`config.mk`:
```
export PLATFORM = sky130hd
export DESIGN_NAME = acc_cpu
export DESIGN_NICKNAME = d
export VERILOG_FILES = /design/src/rtl/acc_cpu_pkg.sv /design/src/rtl/acc_cpu_ctrl.sv /design/src/rtl/acc_cpu_datapath.sv /design/src/rtl/acc_cpu_irq.sv /design/src/rtl/acc_cpu.sv
export SDC_FILE = /design/constraint.sdc
export NUM_CORES = 1
export LEC_CHECK = 0
export ABC_CLOCK_PERIOD_IN_PS = 4600
export BUFFER_PORTS_ARGS = -buffer_cell sky130_fd_sc_hd__buf_2
export CORE_UTILIZATION = 50
export CTS_BUF_LIST = sky130_fd_sc_hd__clkbuf_8
export CTS_CLUSTER_DIAMETER = 200
export CTS_CLUSTER_SIZE = 14
export DETAILED_ROUTE_END_ITERATION = 10
export PLACE_DENSITY = 0.67
export SYNTH_ARGS = -nofsm -noshare
export SYNTH_HDL_FRONTEND = slang
export SYNTH_SLANG_ARGS = --single-unit
export TNS_END_PERCENT = 30
```
`constraint.sdc`:
```
create_clock -name clk -period 4.6 [get_ports clk]
set_input_delay 0.46 -clock clk [delete_from_list [all_inputs] [get_ports clk]]
set_output_delay 0.46 -clock clk [all_outputs]
set_load 0.02 [all_outputs]
```
`src/rtl/acc_cpu_pkg.sv`:
```
package acc_cpu_pkg;

    typedef enum logic [3:0] {
        ST_FETCH_ADDR,
        ST_FETCH_READ,
        ST_FETCH_LATCH,
        ST_DECODE,
        ST_EXECUTE,
        ST_OPER_READ,
        ST_OPER_LATCH,
        ST_OPER_APPLY,
        ST_OPER_WRITE,
        ST_INT_CHECK,
        ST_INT_ENTER,
        ST_HALTED
    } cpu_state_e;

    localparam logic [3:0] OPC_LOAD  = 4'h1;
    localparam logic [3:0] OPC_STORE = 4'h2;
    localparam logic [3:0] OPC_ADD   = 4'h5;
    localparam logic [3:0] OPC_JUMP  = 4'h8;
    localparam logic [3:0] OPC_RETI  = 4'hE;
    localparam logic [3:0] OPC_HALT  = 4'hF;

    // Datapath strobes issued by the sequencer
    typedef struct packed {
        logic mar_from_pc;
        logic mar_from_mbr;
        logic pc_inc;
        logic pc_from_ir;
        logic mbr_from_mem;
        logic mbr_from_ac;
        logic ir_from_mbr;
        logic ac_from_mbr;
        logic ac_add_mbr;
        logic ctx_save;
        logic ctx_restore;
        logic mem_re;
        logic mem_we;
        logic irq_ack;
        logic halt;
    } ctl_s;

endpackage

```
`src/rtl/acc_cpu_ctrl.sv`:
```
module acc_cpu_ctrl
    import acc_cpu_pkg::*;
#(
    parameter int OPC_W = 4
) (
    input  logic             clk,
    input  logic             rst_n,
    input  logic [OPC_W-1:0] opcode,
    input  logic             irq_take_ok,
    output ctl_s             ctl
);

    cpu_state_e state_q;
    cpu_state_e state_d;

    // State register
    always_ff @(posedge clk) begin
        if (!rst_n) begin
            state_q <= ST_FETCH_ADDR;
        end else begin
            state_q <= state_d;
        end
    end

    // Transitions
    always_comb begin
        state_d = state_q;
        unique case (state_q)
            ST_FETCH_ADDR:  state_d = ST_FETCH_READ;
            ST_FETCH_READ:  state_d = ST_FETCH_LATCH;
            ST_FETCH_LATCH: state_d = ST_DECODE;
            ST_DECODE:      state_d = ST_EXECUTE;
            ST_EXECUTE: begin
                case (opcode)
                    OPC_LOAD,
                    OPC_ADD:   state_d = ST_OPER_READ;
                    OPC_STORE: state_d = ST_OPER_WRITE;
                    OPC_HALT:  state_d = ST_HALTED;
                    default:   state_d = ST_INT_CHECK;
                endcase
            end
            ST_OPER_READ:   state_d = ST_OPER_LATCH;
            ST_OPER_LATCH:  state_d = ST_OPER_APPLY;
            ST_OPER_APPLY:  state_d = ST_INT_CHECK;
            ST_OPER_WRITE:  state_d = ST_INT_CHECK;
            ST_INT_CHECK:   state_d = irq_take_ok ? ST_INT_ENTER : ST_FETCH_ADDR;
            ST_INT_ENTER:   state_d = ST_FETCH_ADDR;
            ST_HALTED:      state_d = ST_HALTED;
            default:        state_d = ST_FETCH_ADDR;
        endcase
    end

    // Outputs
    always_comb begin
        ctl = '0;
        unique case (state_q)
            ST_FETCH_ADDR:  ctl.mar_from_pc = 1'b1;
            ST_FETCH_READ: begin
                ctl.mem_re = 1'b1;
                ctl.pc_inc = 1'b1;
            end
            ST_FETCH_LATCH: ctl.mbr_from_mem = 1'b1;
            ST_DECODE: begin
                ctl.ir_from_mbr  = 1'b1;
                ctl.mar_from_mbr = 1'b1;
            end
            ST_EXECUTE: begin
                case (opcode)
                    OPC_STORE: ctl.mbr_from_ac = 1'b1;
                    OPC_JUMP:  ctl.pc_from_ir  = 1'b1;
                    OPC_RETI:  ctl.ctx_restore = 1'b1;
                    default:   ;
                endcase
            end
            ST_OPER_READ:   ctl.mem_re = 1'b1;
            ST_OPER_LATCH:  ctl.mbr_from_mem = 1'b1;
            ST_OPER_APPLY: begin
                if (opcode == OPC_LOAD) begin
                    ctl.ac_from_mbr = 1'b1;
                end else begin
                    ctl.ac_add_mbr = 1'b1;
                end
            end
            ST_OPER_WRITE:  ctl.mem_we = 1'b1;
            ST_INT_CHECK:   ;
            ST_INT_ENTER: begin
                ctl.ctx_save = 1'b1;
                ctl.irq_ack  = 1'b1;
            end
            ST_HALTED:      ctl.halt = 1'b1;
            default:        ;
        endcase
    end

endmodule

```
`src/rtl/acc_cpu_datapath.sv`:
```
module acc_cpu_datapath
    import acc_cpu_pkg::*;
#(
    parameter int          DATA_W   = 16,
    parameter int          OPC_W    = 4,
    parameter int          ADDR_W   = DATA_W - OPC_W,
    parameter int unsigned RESET_PC = 'h300,
    parameter int unsigned VECTOR   = 'h010
) (
    input  logic              clk,
    input  logic              rst_n,
    input  ctl_s              ctl,
    input  logic [DATA_W-1:0] mem_rdata,
    output logic [ADDR_W-1:0] mem_addr,
    output logic [DATA_W-1:0] mem_wdata,
    output logic [OPC_W-1:0]  opcode
);

    localparam logic [ADDR_W-1:0] PC_INIT  = ADDR_W'(RESET_PC);
    localparam logic [ADDR_W-1:0] PC_VEC   = ADDR_W'(VECTOR);
    localparam logic [ADDR_W-1:0] PC_STEP  = ADDR_W'(1);

    logic [ADDR_W-1:0] pc_q;
    logic [ADDR_W-1:0] mar_q;
    logic [DATA_W-1:0] mbr_q;
    logic [DATA_W-1:0] ir_q;
    logic [DATA_W-1:0] ac_q;
    logic [ADDR_W-1:0] shadow_pc_q;
    logic [DATA_W-1:0] shadow_ac_q;

    // Program counter: vector, restore, jump, then increment
    always_ff @(posedge clk) begin
        if (!rst_n) begin
            pc_q <= PC_INIT;
        end else if (ctl.ctx_save) begin
            pc_q <= PC_VEC;
        end else if (ctl.ctx_restore) begin
            pc_q <= shadow_pc_q;
        end else if (ctl.pc_from_ir) begin
            pc_q <= ir_q[ADDR_W-1:0];
        end else if (ctl.pc_inc) begin
            pc_q <= pc_q + PC_STEP;
        end
    end

    // Address register
    always_ff @(posedge clk) begin
        if (!rst_n) begin
            mar_q <= '0;
        end else if (ctl.mar_from_pc) begin
            mar_q <= pc_q;
        end else if (ctl.mar_from_mbr) begin
            mar_q <= mbr_q[ADDR_W-1:0];
        end
    end

    // Buffer register
    always_ff @(posedge clk) begin
        if (!rst_n) begin
            mbr_q <= '0;
        end else if (ctl.mbr_from_mem) begin
            mbr_q <= mem_rdata;
        end else if (ctl.mbr_from_ac) begin
            mbr_q <= ac_q;
        end
    end

    // Instruction register
    always_ff @(posedge clk) begin
        if (!rst_n) begin
            ir_q <= '0;
        end else if (ctl.ir_from_mbr) begin
            ir_q <= mbr_q;
        end
    end

    // Accumulator
    always_ff @(posedge clk) begin
        if (!rst_n) begin
            ac_q <= '0;
        end else if (ctl.ctx_restore) begin
            ac_q <= shadow_ac_q;
        end else if (ctl.ac_from_mbr) begin
            ac_q <= mbr_q;
        end else if (ctl.ac_add_mbr) begin
            ac_q <= ac_q + mbr_q;
        end
    end

    // Shadow context
    always_ff @(posedge clk) begin
        if (!rst_n) begin
            shadow_pc_q <= '0;
            shadow_ac_q <= '0;
        end else if (ctl.ctx_save) begin
            shadow_pc_q <= pc_q;
            shadow_ac_q <= ac_q;
        end
    end

    assign mem_addr  = mar_q;
    assign mem_wdata = mbr_q;
    assign opcode    = ir_q[DATA_W-1 -: OPC_W];

endmodule

```
`src/rtl/acc_cpu_irq.sv`:
```
module acc_cpu_irq (
    input  logic clk,
    input  logic rst_n,
    input  logic irq_req,
    input  logic take,
    input  logic release_mask,
    output logic take_ok
);

    logic pending_q;
    logic enabled_q;

    // A request raised in the entry cycle stays held
    always_ff @(posedge clk) begin
        if (!rst_n) begin
            pending_q <= 1'b0;
        end else begin
            pending_q <= (pending_q & ~take) | irq_req;
        end
    end

    always_ff @(posedge clk) begin
        if (!rst_n) begin
            enabled_q <= 1'b1;
        end else if (take) begin
            enabled_q <= 1'b0;
        end else if (release_mask) begin
            enabled_q <= 1'b1;
        end
    end

    assign take_ok = pending_q & enabled_q;

endmodule

```
`src/rtl/acc_cpu.sv`:
```
module acc_cpu
    import acc_cpu_pkg::*;
#(
    parameter  int          DATA_W   = 16,
    parameter  int          OPC_W    = 4,
    parameter  int unsigned RESET_PC = 'h300,
    parameter  int unsigned VECTOR   = 'h010,
    localparam int          ADDR_W   = DATA_W - OPC_W
) (
    input  logic              clk,
    input  logic              rst_n,
    output logic [ADDR_W-1:0] mem_addr,
    output logic [DATA_W-1:0] mem_wdata,
    input  logic [DATA_W-1:0] mem_rdata,
    output logic              mem_we,
    output logic              mem_re,
    input  logic              irq_req,
    output logic              irq_ack,
    output logic              halted
);

    ctl_s             ctl;
    logic [OPC_W-1:0] opcode;
    logic             take_ok;

    acc_cpu_ctrl #(
        .OPC_W (OPC_W)
    ) u_ctrl (
        .clk         (clk),
        .rst_n       (rst_n),
        .opcode      (opcode),
        .irq_take_ok (take_ok),
        .ctl         (ctl)
    );

    acc_cpu_datapath #(
        .DATA_W   (DATA_W),
        .OPC_W    (OPC_W),
        .ADDR_W   (ADDR_W),
        .RESET_PC (RESET_PC),
        .VECTOR   (VECTOR)
    ) u_dp (
        .clk       (clk),
        .rst_n     (rst_n),
        .ctl       (ctl),
        .mem_rdata (mem_rdata),
        .mem_addr  (mem_addr),
        .mem_wdata (mem_wdata),
        .opcode    (opcode)
    );

    acc_cpu_irq u_irq (
        .clk          (clk),
        .rst_n        (rst_n),
        .irq_req      (irq_req),
        .take         (ctl.irq_ack),
        .release_mask (ctl.ctx_restore),
        .take_ok      (take_ok)
    );

    assign mem_we  = ctl.mem_we;
    assign mem_re  = ctl.mem_re;
    assign irq_ack = ctl.irq_ack;
    assign halted  = ctl.halt;

endmodule

```
==> qor.csv <==
stage;metric;value;unit
detailed_routing;routed via count;4857;
setup_path;crit-path cells;nor4b_4, and4_1, buf_4, nor2_2, a22oi_1, nor2b_1, a221oi_1;
global_route;vias in the first global route;4395;
placed_design;Port Buffer Count;50;
final_layout;Area growth, synth to finish;9.31;%
placed_design;hpwl dp;9.42;mm
setup_path;crit end category;flop;
run_status;outcome;completed;
setup_path;CP Buf/Inv Count;1;
setup_path;family with the most delay on the worst path;simple AND/OR/NAND/NOR gates;
final_layout;commonest non-fill, non-tap cell in the layout;nand2_1;
timing;Worst Tran Pin Value;1.08;ns
clock_tree;Post-CTS Setup Bufs;0;
final_layout;most frequent cells in the layout;142 x nand2_1, 106 x dfxtp_1, 74 x a21oi_1, 51 x nor2_1, 50 x buf_2;
global_route;largest net degree at the start of global routing;54;
timing;clk_skew;0.0107;ns
placed_design;RePlAce Congestion;0.859;
synth;Synth Warn #;0;
floorplan;Initial Util;51.5;%
floorplan;die area;0.0110;mm2
synth;Yosys cell types;52;
pwr;combinational power share;16.2;%
detailed_routing;final antenna-violating net count;0;
timing;Setup-failing EPs final;0;
synth;Post-Syn Nets;693;
global_route;first-pass GRT wire length;22.3;mm
synth;Syn Area/Cell;8.06;um2
clock_tree;H-Tree Depth;3;
floorplan;Placeable Area;0.0103;mm2
flow_run;max-cap check violation count;0;
global_route;total global-route track usage;25.4;%
synth;predominant post-synthesis flop cell;dfxtp_1;
clock_tree;clock tree from TritonCTS;built;
synth;Mapped Area;0.00529;mm2
pwr;Seq pwr share;52.5;%
timing;Slew Limit Headroom;27.8;%
synth;Post-synth EDFFs;0;
timing;Final Cycle Share;63.0;%
clock_tree;hold bufs inserted after CTS;0;
pwr;Peak VDD IR;0.000166;V
pwr;Int Power;1.39;mW
clock_tree;clk slew on worst S/H paths;0.10;ns
synth;cell count after synthesis;657;
final_layout;n_diodes;0;
pwr;Static Leakage;2.32;nW
setup_path;worst path arrival time;3.11;ns
setup_path;Max stage delay on crit path;0.69;ns
setup_path;CP max FO;19;
timing;min cycle time layout;2.90;ns
setup_path;Required @ worst endpoint;4.81;ns
final_layout;layout cells sized above 1;12.1;%
detailed_routing;Vias/cell;5.92;
synth;post-synthesis sequential area ratio;40.1;%
detailed_routing;DR pass1 iterations;7;
setup_path;CP Launch Type;flop;
timing;Fmax;345;MHz
pwr;Clock power frac;31.3;%
floorplan;I/O pins;51;
floorplan;Die Wd;105;um
timing;setup_tns;0;ns
synth;Yosys reg bits;106;
global_route;initial antenna violation count;0;
setup_path;Setup CP Type;flop to flop;
clock_tree;CTS buffer count;9;
detailed_routing;Iter 0 DRT Violations;318;
timing;Final Hold Fails;0;
pwr;switching share of power;30.0;%
detailed_routing;DR DRC count;0;
floorplan;die height;105;um
final_layout;Layout Cells excl Fill;820;
floorplan;Cell Rows;37;
timing;final max-slew violation count;0;
placed_design;Placed Cells;805;
pwr;Pwr Density;344;mW/mm2
synth;Async S/R FF share, synth;0;%
clock_tree;post_cts resized;0;
final_layout;Final Net Count;716;
clock_tree;maximum clock path buffer count;2;
detailed_routing;WL/cell;16.7;um
clock_tree;TritonCTS Sinks;106;
setup_path;Crit-path slowest cell;and4_1;
clock_tree;worst skew pair latency;0.38;ns
detailed_routing;DRT Wirelength;13.7;mm
timing;RSZ-0062 raised after global routing;false;
clock_tree;Root Driver;clkbuf_8;
global_route;grt total ovfl;0;
min_path;worst hold path class;input pin to flop;
pwr;NetSw;0.598;mW
## power groups by stage
stage	logic, mW	registers (mW)	clock network, mW
2_1_floorplan	0.222	1.06	0
6_report	0.321	1.05	0.623
3_5_place_dp	0.321	1.07	0
4_1_cts	0.322	1.04	0.633
3_3_place_gp	0.317	1.06	0
5_1_grt	0.355	1.06	0.671
## layout make-up
cell class,count,area [um2]
clock buffer,9,124
clock inverter,6,83.8
fill,1002,4490
inverter,4,15.0
multi-input combinational,501,2960
sequential,106,2120
tap,136,170
timing repair buffer,58,310
## registers in the layout, summed over array words and instances, names as in the netlist
name,flops
u_irq.enabled_q,1
u_ctrl.state_q,4
u_dp.shadow_pc_q,12
u_dp.mem_addr,12
u_dp.mem_wdata,16
u_dp.ir_q,16
u_irq.pending_q,1
u_dp.shadow_ac_q,16
u_dp.pc_q,12
u_dp.ac_q,16
## through the flow
| step | setup slack, ns | power (mW) | area, um2 | hold slack (ns) | util [%] |
|---|---|---|---|---|---|
| floorplan | 2.29 | 1.28 | 5290 | 0.433 | - |
| global placement | 1.85 | 1.38 | 5580 | 0.442 | 54.3 |
| detailed placement | 1.75 | 1.39 | 5580 | 0.447 | 54.3 |
| CTS | 1.74 | 2.00 | 5790 | 0.285 | 56.3 |
| global route | 1.56 | 2.08 | 5790 | 0.291 | 56.3 |
| finish | 1.70 | 1.99 | 5790 | 0.286 | 56.3 |
## cells in the mapped netlist (all sizes together), types with 6 or more instances
library cell | instances | area, um2
a221oi | 7 | 61.3
a31oi | 19 | 119
clkbuf | 29 | 109
o22ai | 10 | 62.6
ha | 16 | 200
o21ai | 21 | 105
buf | 17 | 100
dfxtp | 106 | 2120
a211oi | 28 | 210
nor2 | 52 | 198
xor2 | 14 | 123
mux2i | 22 | 220
nand2 | 142 | 533
nor2b | 6 | 37.5
a21oi | 74 | 370
a222oi | 6 | 60.1
nand3 | 13 | 70.1
xnor2 | 10 | 87.6
## worst paths after layout
path                                     from                               end  slack [ns]  cells past startpoint
max              u_ctrl.state_q[2]$_SDFF_PN0_        u_dp.ac_q[15]$_SDFFE_PN0P_        1.70                      7
min reg2reg  u_dp.shadow_pc_q[5]$_SDFFE_PN0P_  u_dp.shadow_pc_q[5]$_SDFFE_PN0P_        0.46                      2
min                                   irq_req        u_irq.pending_q$_SDFF_PN0_        0.29                      3
max reg2reg      u_ctrl.state_q[2]$_SDFF_PN0_        u_dp.ac_q[15]$_SDFFE_PN0P_        1.70                      7
## per-layer routing
layer	vias up	routed length (um)	GRT usage, %
met3	26	761	3.68
met4	0	300	9.05
li1	2401	-	-
met2	148	6610	42.3
met5	-	0	0
met1	2282	6050	33.6
## cells by family after synthesis
kind of cell,share of synthesized area [%]
simple gates,20.0
compound gates,23.0
flops,40.1
buf+inv,4.23
xor+xnor,3.97
mux,4.59
fa+ha+maj,4.16
## worst reg2reg max path: stages (launching register included)
cell      delay, ns
dfxtp_1        0.66
nor4b_4        0.38
and4_1         0.69
buf_4          0.36
nor2_2         0.16
a22oi_1        0.24
nor2b_1        0.16
a221oi_1       0.09
(Power assumes the default switching activity.)
